[src/rtl/cirx_pkg.sv]
package cirx_pkg;
  localparam int TAG_BITS   = 16;
  localparam int SLOT_BITS  = 20;
  localparam int DATA_SLOTS = 12;
  localparam int RSV_SLOT   = 12;
endpackage

[src/rtl/cirx_framer.sv]
module cirx_framer #(
  parameter int TAG_BITS   = 16,
  parameter int SLOT_BITS  = 20,
  parameter int DATA_SLOTS = 12,
  localparam int SW = $clog2(DATA_SLOTS + 1),
  localparam int BW = $clog2((SLOT_BITS > TAG_BITS) ? SLOT_BITS : TAG_BITS)
) (
  input  logic          clk,
  input  logic          rst,
  input  logic          sync_in,
  output logic          nx_live,
  output logic [SW-1:0] nx_slot,
  output logic [BW-1:0] nx_bit,
  output logic          frame_err
);
  logic          sync_d;
  logic          lock;
  logic [SW-1:0] cur_slot;
  logic [BW-1:0] cur_bit;
  logic          rise;
  logic          slot_last;
  logic          at_end;
  logic          early;

  assign rise      = sync_in & ~sync_d;
  assign slot_last = (cur_slot == '0) ? (cur_bit == BW'(TAG_BITS - 1))
                                      : (cur_bit == BW'(SLOT_BITS - 1));
  assign at_end    = lock && slot_last && (cur_slot == SW'(DATA_SLOTS));

  always_comb begin
    nx_live = 1'b0;
    nx_slot = cur_slot;
    nx_bit  = cur_bit;
    early   = 1'b0;
    if (rise) begin
      nx_live = 1'b1;
      nx_slot = '0;
      nx_bit  = '0;
      early   = lock && !at_end;
    end else if (lock && !at_end) begin
      nx_live = 1'b1;
      if (slot_last) begin
        nx_slot = cur_slot + 1'b1;
        nx_bit  = '0;
      end else begin
        nx_bit = cur_bit + 1'b1;
      end
    end
  end

  always_ff @(negedge clk) begin
    if (rst) begin
      sync_d    <= 1'b0;
      lock      <= 1'b0;
      cur_slot  <= '0;
      cur_bit   <= '0;
      frame_err <= 1'b0;
    end else begin
      sync_d    <= sync_in;
      lock      <= nx_live;
      cur_slot  <= nx_slot;
      cur_bit   <= nx_bit;
      frame_err <= early;
    end
  end
endmodule

[src/rtl/cirx_tagreg.sv]
module cirx_tagreg #(
  parameter int DATA_SLOTS = 12,
  parameter int SW = 4,
  parameter int BW = 5
) (
  input  logic                clk,
  input  logic                rst,
  input  logic                live,
  input  logic [SW-1:0]       slot,
  input  logic [BW-1:0]       bitn,
  input  logic                sdin,
  output logic                ready,
  output logic [DATA_SLOTS:0] tag
);
  logic in_tag_slot;
  assign in_tag_slot = live && (slot == '0);
  assign tag[0] = 1'b0;

  always_ff @(negedge clk) begin
    if (rst) ready <= 1'b0;
    else if (in_tag_slot && bitn == '0) ready <= sdin;
  end

  for (genvar g = 1; g <= DATA_SLOTS; g++) begin : g_tag
    always_ff @(negedge clk) begin
      if (rst) tag[g] <= 1'b0;
      else if (in_tag_slot && bitn == BW'(g)) tag[g] <= sdin;
    end
  end
endmodule

[src/rtl/cirx_slotcap.sv]
module cirx_slotcap #(
  parameter int SLOT_BITS  = 20,
  parameter int DATA_SLOTS = 12,
  parameter int RSV_SLOT   = 12,
  parameter int SW = 4,
  parameter int BW = 5
) (
  input  logic                 clk,
  input  logic                 rst,
  input  logic                 live,
  input  logic [SW-1:0]        slot,
  input  logic [BW-1:0]        bitn,
  input  logic                 sdin,
  input  logic                 ready,
  input  logic [DATA_SLOTS:0]  tag,
  output logic                 vld,
  output logic [SW-1:0]        num,
  output logic [SLOT_BITS-1:0] data
);
  logic [SLOT_BITS-1:0] shift;
  logic [SLOT_BITS-1:0] word;
  logic                 in_data;
  logic                 fire;

  assign in_data = live && (slot != '0);
  assign word    = {shift[SLOT_BITS-2:0], sdin};
  assign fire    = in_data && (bitn == BW'(SLOT_BITS - 1)) && ready &&
                   tag[slot] && (slot != SW'(RSV_SLOT));

  always_ff @(negedge clk) begin
    if (rst) begin
      shift <= '0;
      vld   <= 1'b0;
      num   <= '0;
      data  <= '0;
    end else begin
      vld <= fire;
      if (in_data) shift <= word;
      if (fire) begin
        num  <= slot;
        data <= word;
      end
    end
  end
endmodule

[src/rtl/codec_in_rx.sv]
module codec_in_rx
  import cirx_pkg::*;
#(
  parameter int TB = TAG_BITS,
  parameter int DB = SLOT_BITS,
  parameter int NS = DATA_SLOTS,
  parameter int RS = RSV_SLOT,
  localparam int SW = $clog2(NS + 1),
  localparam int BW = $clog2((DB > TB) ? DB : TB)
) (
  input  logic          bit_clk,
  input  logic          rst,
  input  logic          sync_in,
  input  logic          sdin,
  output logic          ready,
  output logic          slot_vld,
  output logic [SW-1:0] slot_num,
  output logic [DB-1:0] slot_data,
  output logic          frame_err
);
  logic          live;
  logic [SW-1:0] pslot;
  logic [BW-1:0] pbit;
  logic [NS:0]   tag;

  cirx_framer #(.TAG_BITS(TB), .SLOT_BITS(DB), .DATA_SLOTS(NS)) u_framer (
    .clk(bit_clk), .rst(rst), .sync_in(sync_in),
    .nx_live(live), .nx_slot(pslot), .nx_bit(pbit), .frame_err(frame_err)
  );

  cirx_tagreg #(.DATA_SLOTS(NS), .SW(SW), .BW(BW)) u_tag (
    .clk(bit_clk), .rst(rst), .live(live), .slot(pslot), .bitn(pbit),
    .sdin(sdin), .ready(ready), .tag(tag)
  );

  cirx_slotcap #(.SLOT_BITS(DB), .DATA_SLOTS(NS), .RSV_SLOT(RS),
                 .SW(SW), .BW(BW)) u_cap (
    .clk(bit_clk), .rst(rst), .live(live), .slot(pslot), .bitn(pbit),
    .sdin(sdin), .ready(ready), .tag(tag),
    .vld(slot_vld), .num(slot_num), .data(slot_data)
  );
endmodule

[config.mk]
export PLATFORM = sky130hd
export DESIGN_NAME = codec_in_rx
export DESIGN_NICKNAME = d
export VERILOG_FILES = /design/src/rtl/cirx_pkg.sv /design/src/rtl/cirx_framer.sv /design/src/rtl/cirx_tagreg.sv /design/src/rtl/cirx_slotcap.sv /design/src/rtl/codec_in_rx.sv
export SDC_FILE = /design/constraint.sdc
export NUM_CORES = 1
export LEC_CHECK = 0
export ABC_CLOCK_PERIOD_IN_PS = 4000
export BUFFER_PORTS_ARGS = -buffer_cell sky130_fd_sc_hd__buf_2
export CORE_MARGIN = 3
export CORE_UTILIZATION = 31
export CTS_BUF_LIST = sky130_fd_sc_hd__clkbuf_16
export DETAILED_ROUTE_END_ITERATION = 12
export PLACE_DENSITY = 0.44
export SETUP_SLACK_MARGIN = 0.05
export SLEW_MARGIN = 0
export SYNTH_ARGS = -nofsm -noshare
export SYNTH_HDL_FRONTEND = slang
export SYNTH_SLANG_ARGS = --single-unit
[constraint.sdc]
create_clock -name bit_clk -period 4 [get_ports bit_clk]
set_input_delay 1.2 -clock bit_clk [delete_from_list [all_inputs] [get_ports bit_clk]]
set_output_delay 1.2 -clock bit_clk [all_outputs]
set_load 0.02 [all_outputs]
# --- After elaboration in Yosys (flattened, before gate mapping) ---
# Cells that the tools add are included.
op_classes:
  n_addsub: 2
  n_lt_le_gt_ge: 1
  n_eq_ne: 17
  muxes: 11
  n_bitwise: 3
  n_reduce_logical: 28
ops:
  columns: ["cell", "count"]
  rows:
  - ["$eq A5 B4 Y1 const B", 6]
  - ["$logic_and A1 B1 Y1", 22]
  - ["$eq A5 B3 Y1 const B", 4]
  - ["$mux W5", 3]
  - ["$mux W4", 3]
  - ["$eq A5 B2 Y1 const B", 2]
  - ["$eq A5 B5 Y1 const B", 2]
  - ["$logic_not A4 Y1", 2]
  - ["$add A5 B1 Y5 const B", 1]
  - ["$eq A5 B1 Y1 const B", 1]
  - ["$logic_not A5 Y1", 1]
  - ["$lt A4 B5 Y1 const B", 1]
  - ["$add A4 B1 Y4 const B", 1]
  - ["$bmux W1 S4", 1]
  - ["$eq A4 B4 Y1 const B", 1]
  - ["$mux W1", 4]
  - ["$ne A4 B4 Y1 const B", 1]
  - ["$reduce_bool A4 Y1", 1]
  - ["$not A1 Y1", 2]
  - ["$reduce_or A2 Y1", 1]
  - ["$and A1 B1 Y1", 1]
  - ["$logic_not A1 Y1", 1]
word_totals:
  ff_bits: 69
  in_bits: 4
  out_inout_bits: 27
  elab_cells: 84

# --- Depth between registers and ports, before layout ---
logic_depth:
  depth_word: 14
  depth_mapped: 13
  ltp_nobuf: 10

# --- Cells and area by module ---
# A second synthesis with hierarchy kept.
hier_totals:
  hier_cells: 360
  hier_area_um2: 3276.9
by_module_without_submodules:
  columns: ["mod", "n_inst", "cells_per_inst", "area_per_inst_um2", "seq_area_each_um2"]
  rows:
  - ["cirx_slotcap", 1, 213, 1954.4, 880.8]
  - ["cirx_framer", 1, 82, 664.4, 240.2]
  - ["cirx_tagreg", 1, 65, 658.1, 260.2]

==> results by stage <==
Clocking:
- After clock tree synthesis, the flow added hold-fix buffers numbering 0.
- The count of clock tree sinks is 69.
- Clock-pin slew was measured on the worst setup and hold paths at 0.04 ns.
- The TritonCTS buffer count is 9.
- The clock tree from TritonCTS is done.
- At the later pin of the worst-skew pair, clock insertion delay measures 0.40 ns.
- The maximum level of the CTS H-tree is 3.
- The tree is rooted in a sky130_fd_sc_hd__clkbuf_16.
- The clock passes through at most 2 buffers.

Outcome:
- The flow ran to the end, but the final reports show violations.
- The checks that failed: negative setup slack.

Drt:
- In the final routed layout, each cell accounts on average for 13.9 um.
- The count of TritonRoute iterations in the first routing pass is 4.
- In this run the remaining antenna-violating nets after routing total 0.
- Dividing the detail-routed via count by the number of cells gives 4.77.
- In the routed design, unresolved DRC markers number 0.
- Wires add up to 9.40 mm.
- The routed layout has 3214 vias.
- The number of DRC markers after the initial detailed-route iteration is 164.

Min path:
- The type of the tightest min-delay check is register to register.

Synth:
- The number of enable flip-flop cells after synthesis is 0.
- The number of synthesized register bits is 69.
- After technology mapping, the gate count stands at 386.
- The netlist area before placement is 3520 um2.
- The synthesized area per cell is 9.13 um2.
- The netlist uses 59 different library cells.
- The share of async-settable or async-resettable flops after synthesis is 0.
- The number of nets in the synthesized netlist is 393.
- The post-synthesis sequential area ratio is 0.392.
- The total number of yosys warnings is 0.
- In the synthesized netlist the dominant register cell turns out to be sky130_fd_sc_hd__dfxtp_1.

Timing:
- The worst-margin pin slew is 0.514 ns.
- The number of endpoints with negative hold slack in the final report is 0.
- The worst pin sits at a relative slew slack of 0.657.
- Across all setup checks in the final design, the least slack found is -0.935 ns.
- The number of failing setup endpoints in the final timing report is 70.
- The post-route clock skew is 0.0213 ns.
- Across all hold checks on the routed design, the worst slack comes to 0.458 ns.
- Setup repair after global routing could not meet its margin everywhere.
- The final-report max-slew violation count is 0.

Power and ir drop:
- Across the VDD grid, the largest voltage drop is 0.188 mV.
- Dividing total power by cell area gives a power density of 354 nW/um2.
- The reported leakage power is 2.36 nW.

Place:
- The HPWL after detailed placement is 5.74 mm.
- Buffers placed on the I/O ports in this run total 30.
- The total placed instance area is 4150 um2.
- The congestion estimate from routability-driven global placement came to 0.830.

Worst setup path:
- The critical path buffer and inverter count is 5.
- The sort of element at the start of the critical path is an input pin.
- The largest single stage delay on the critical path is 0.29 ns.
- The highest net fanout along the worst path is 7.
- The worst endpoint data arrival time is 3.24 ns.
- The critical path goes through buf_8, nor2b_4, buf_6, a211oi_4, or2_1, o2111ai_1, o211ai_1, buf_4, nor3b_4, buf_6, clkbuf_16, mux2i_1.
- By startpoint and endpoint, the worst setup path is classified as input pin to register.
- The worst-path cell with the longest stage delay is sky130_fd_sc_hd__nor2b_4.
- The dominant cell type by count on the critical path is sky130_fd_sc_hd__buf_6.
- In this design, the largest share of critical-path delay is due to simple AND/OR/NAND/NOR gates.
- At the worst endpoint, the required time is 2.31 ns.
- STA classifies the critical path endpoint as a register.

Finish:
- The final layout contains 536 nets.
- The library cells used most frequently in the layout, excluding fill and tap cells, are sky130_fd_sc_hd__inv_1, sky130_fd_sc_hd__mux2i_1, sky130_fd_sc_hd__buf_4.
- The most common cell after layout, fill and taps aside is sky130_fd_sc_hd__inv_1.
- With fillers left out, the area of the finished cells amounts to 5210 um2.
- The number of antenna diodes in the final layout is 0.
- In the final layout, the multi-input gates occupy 2180 um2.
- Registers take 1420 um2.
- Counting the fill cells in the layout gives 1061.
- In the final layout, the share of cells above drive strength 1 is 0.331.
- Relative to the synthesized area, the layout overhead comes to 48.0%.

GRT:
- Entering global routing, the biggest net connects 47 pins.
- The first-pass GRT wire length is 15.4 mm.
- The aggregate global routing overflow is 0.
- The via count of the first global-routing pass is 3360.
- The global router's overall resource usage is 0.147.
- The number of antenna violations at the first check in global routing came to 0.

Floorplan:
- The chip width is 113 um.
- The starting utilization of the core area is 0.321.
- The floorplan die area is 12700 um2.
- 31 I/O pins were placed.
- The floorplan has 38 rows.
- The floorplan step defined a core boundary enclosing 11000 um2.
- The vertical die dimension is 113 um.

Job:
- Max-cap violations in this run came to 0.
==> kinds of logic (layout without fill, tap and decap cells) <==
family	after synthesis	in the layout	synth area share
compound gates	44	44	0.0870
xor+xnor	2	2	0.00497
fa+ha+maj	3	3	0.0107
buf+inv	33	181	0.0465
flops	69	69	0.392
mux	57	57	0.174
simple gates	178	178	0.284
==> stage by stage <==
stage | util | setup WS (ns) | cells | power, mW | TNS (ns)
after floorplan | - | -1.03 | 386 | 0.875 | -30.14
after global placement | 0.377 | -1.35 | 569 | 0.906 | -55.45
after detailed placement | 0.377 | -1.37 | 569 | 0.906 | -55.65
after CTS | 0.451 | -0.846 | 657 | 1.88 | -28.30
after global routing | 0.475 | -0.996 | 674 | 1.99 | -34.85
final | 0.475 | -0.935 | 674 | 1.85 | -30.91
==> per-layer routing <==
layer  vias up  wire length [um]  track usage
li1       1637                 -            -
met1      1522              4470        0.186
met2        49              4540        0.223
met3         6               308       0.0410
met4         0                87       0.0849
met5         -                 0            0
==> path summary, 6_finish.rpt <==
kind | start | end | slack (ns) | cells after the start
worst min register to register | u_cap.shift[18]$_SDFFE_NP0P_ | u_cap.data[19]$_SDFFE_NP0P_ | 0.46 | 2
worst min-delay path | u_cap.shift[18]$_SDFFE_NP0P_ | u_cap.data[19]$_SDFFE_NP0P_ | 0.46 | 2
worst max-delay path | sync_in | u_cap.data[18]$_SDFFE_NP0P_ | -0.93 | 12
worst max register to register | u_framer.cur_slot[1]$_SDFF_NP0_ | u_cap.data[18]$_SDFFE_NP0P_ | 0.45 | 13
==> area by class of cell <==
class,count,share of cell area
Clock inverter,76,0.0610
Multi-Input combinational cell,284,0.418
Inverter,7,0.00504
Clock buffer,9,0.0432
Tap cell,140,0.0336
Sequential cell,69,0.271
Timing Repair Buffer,89,0.168
==> power by group <==
part,internal [mW],switching (mW)
Combinational,0.0517,0.0545
Clock,0.524,0.514
Sequential,0.697,0.00588
Total,1.27,0.574
==> worst register-to-register path, cell delays in order (launching register included) <==
cell and delay, ns:
sky130_fd_sc_hd__dfxtp_1 0.36, sky130_fd_sc_hd__inv_1 0.13, sky130_fd_sc_hd__ha_1 0.18, sky130_fd_sc_hd__nor3b_4 0.37
sky130_fd_sc_hd__mux2i_4 0.52, sky130_fd_sc_hd__a311oi_1 0.18, sky130_fd_sc_hd__o22ai_2 0.49, sky130_fd_sc_hd__nand3_4 0.14
sky130_fd_sc_hd__nand4b_1 0.24, sky130_fd_sc_hd__buf_4 0.18, sky130_fd_sc_hd__nor3b_4 0.18, sky130_fd_sc_hd__buf_6 0.17
sky130_fd_sc_hd__clkbuf_16 0.17, sky130_fd_sc_hd__mux2i_1 0.19
==> state kept, by name, indices dropped and copies added (netlist names), 4 cells and up <==
signal             count
u_cap.data            20
u_framer.cur_bit       5
u_framer.cur_slot      4
u_tag.tag             12
u_cap.shift           19
u_cap.num              4
==> synth_stat cells (4+ instances only) <==
cell                       number  area share
sky130_fd_sc_hd__o211ai_1       6       0.013
sky130_fd_sc_hd__mux2_4         6       0.026
sky130_fd_sc_hd__nor3_1         5      0.0071
sky130_fd_sc_hd__inv_1          8      0.0085
sky130_fd_sc_hd__nand3_1       17       0.024
sky130_fd_sc_hd__or3b_1         4      0.0099
sky130_fd_sc_hd__nand2_1       21       0.022
sky130_fd_sc_hd__a21oi_1       10       0.014
sky130_fd_sc_hd__o21ai_0        6      0.0085
sky130_fd_sc_hd__nor2b_1        6       0.011
sky130_fd_sc_hd__dfxtp_1       69        0.39
sky130_fd_sc_hd__clkbuf_1      14       0.015
sky130_fd_sc_hd__nand2b_1      45       0.080
sky130_fd_sc_hd__nor2_1        48       0.051
sky130_fd_sc_hd__mux2i_1       49        0.14
sky130_fd_sc_hd__buf_2          5      0.0071
==> timing repair <==
action                                  4_1_cts  5_1_grt
gates resized for setup                      93       20
buffers inserted                              4       14
endpoints found under the setup margin       89       76
pin swaps                                     4       13
gates cloned                                  0        3
(Power assumes the default switching activity.)
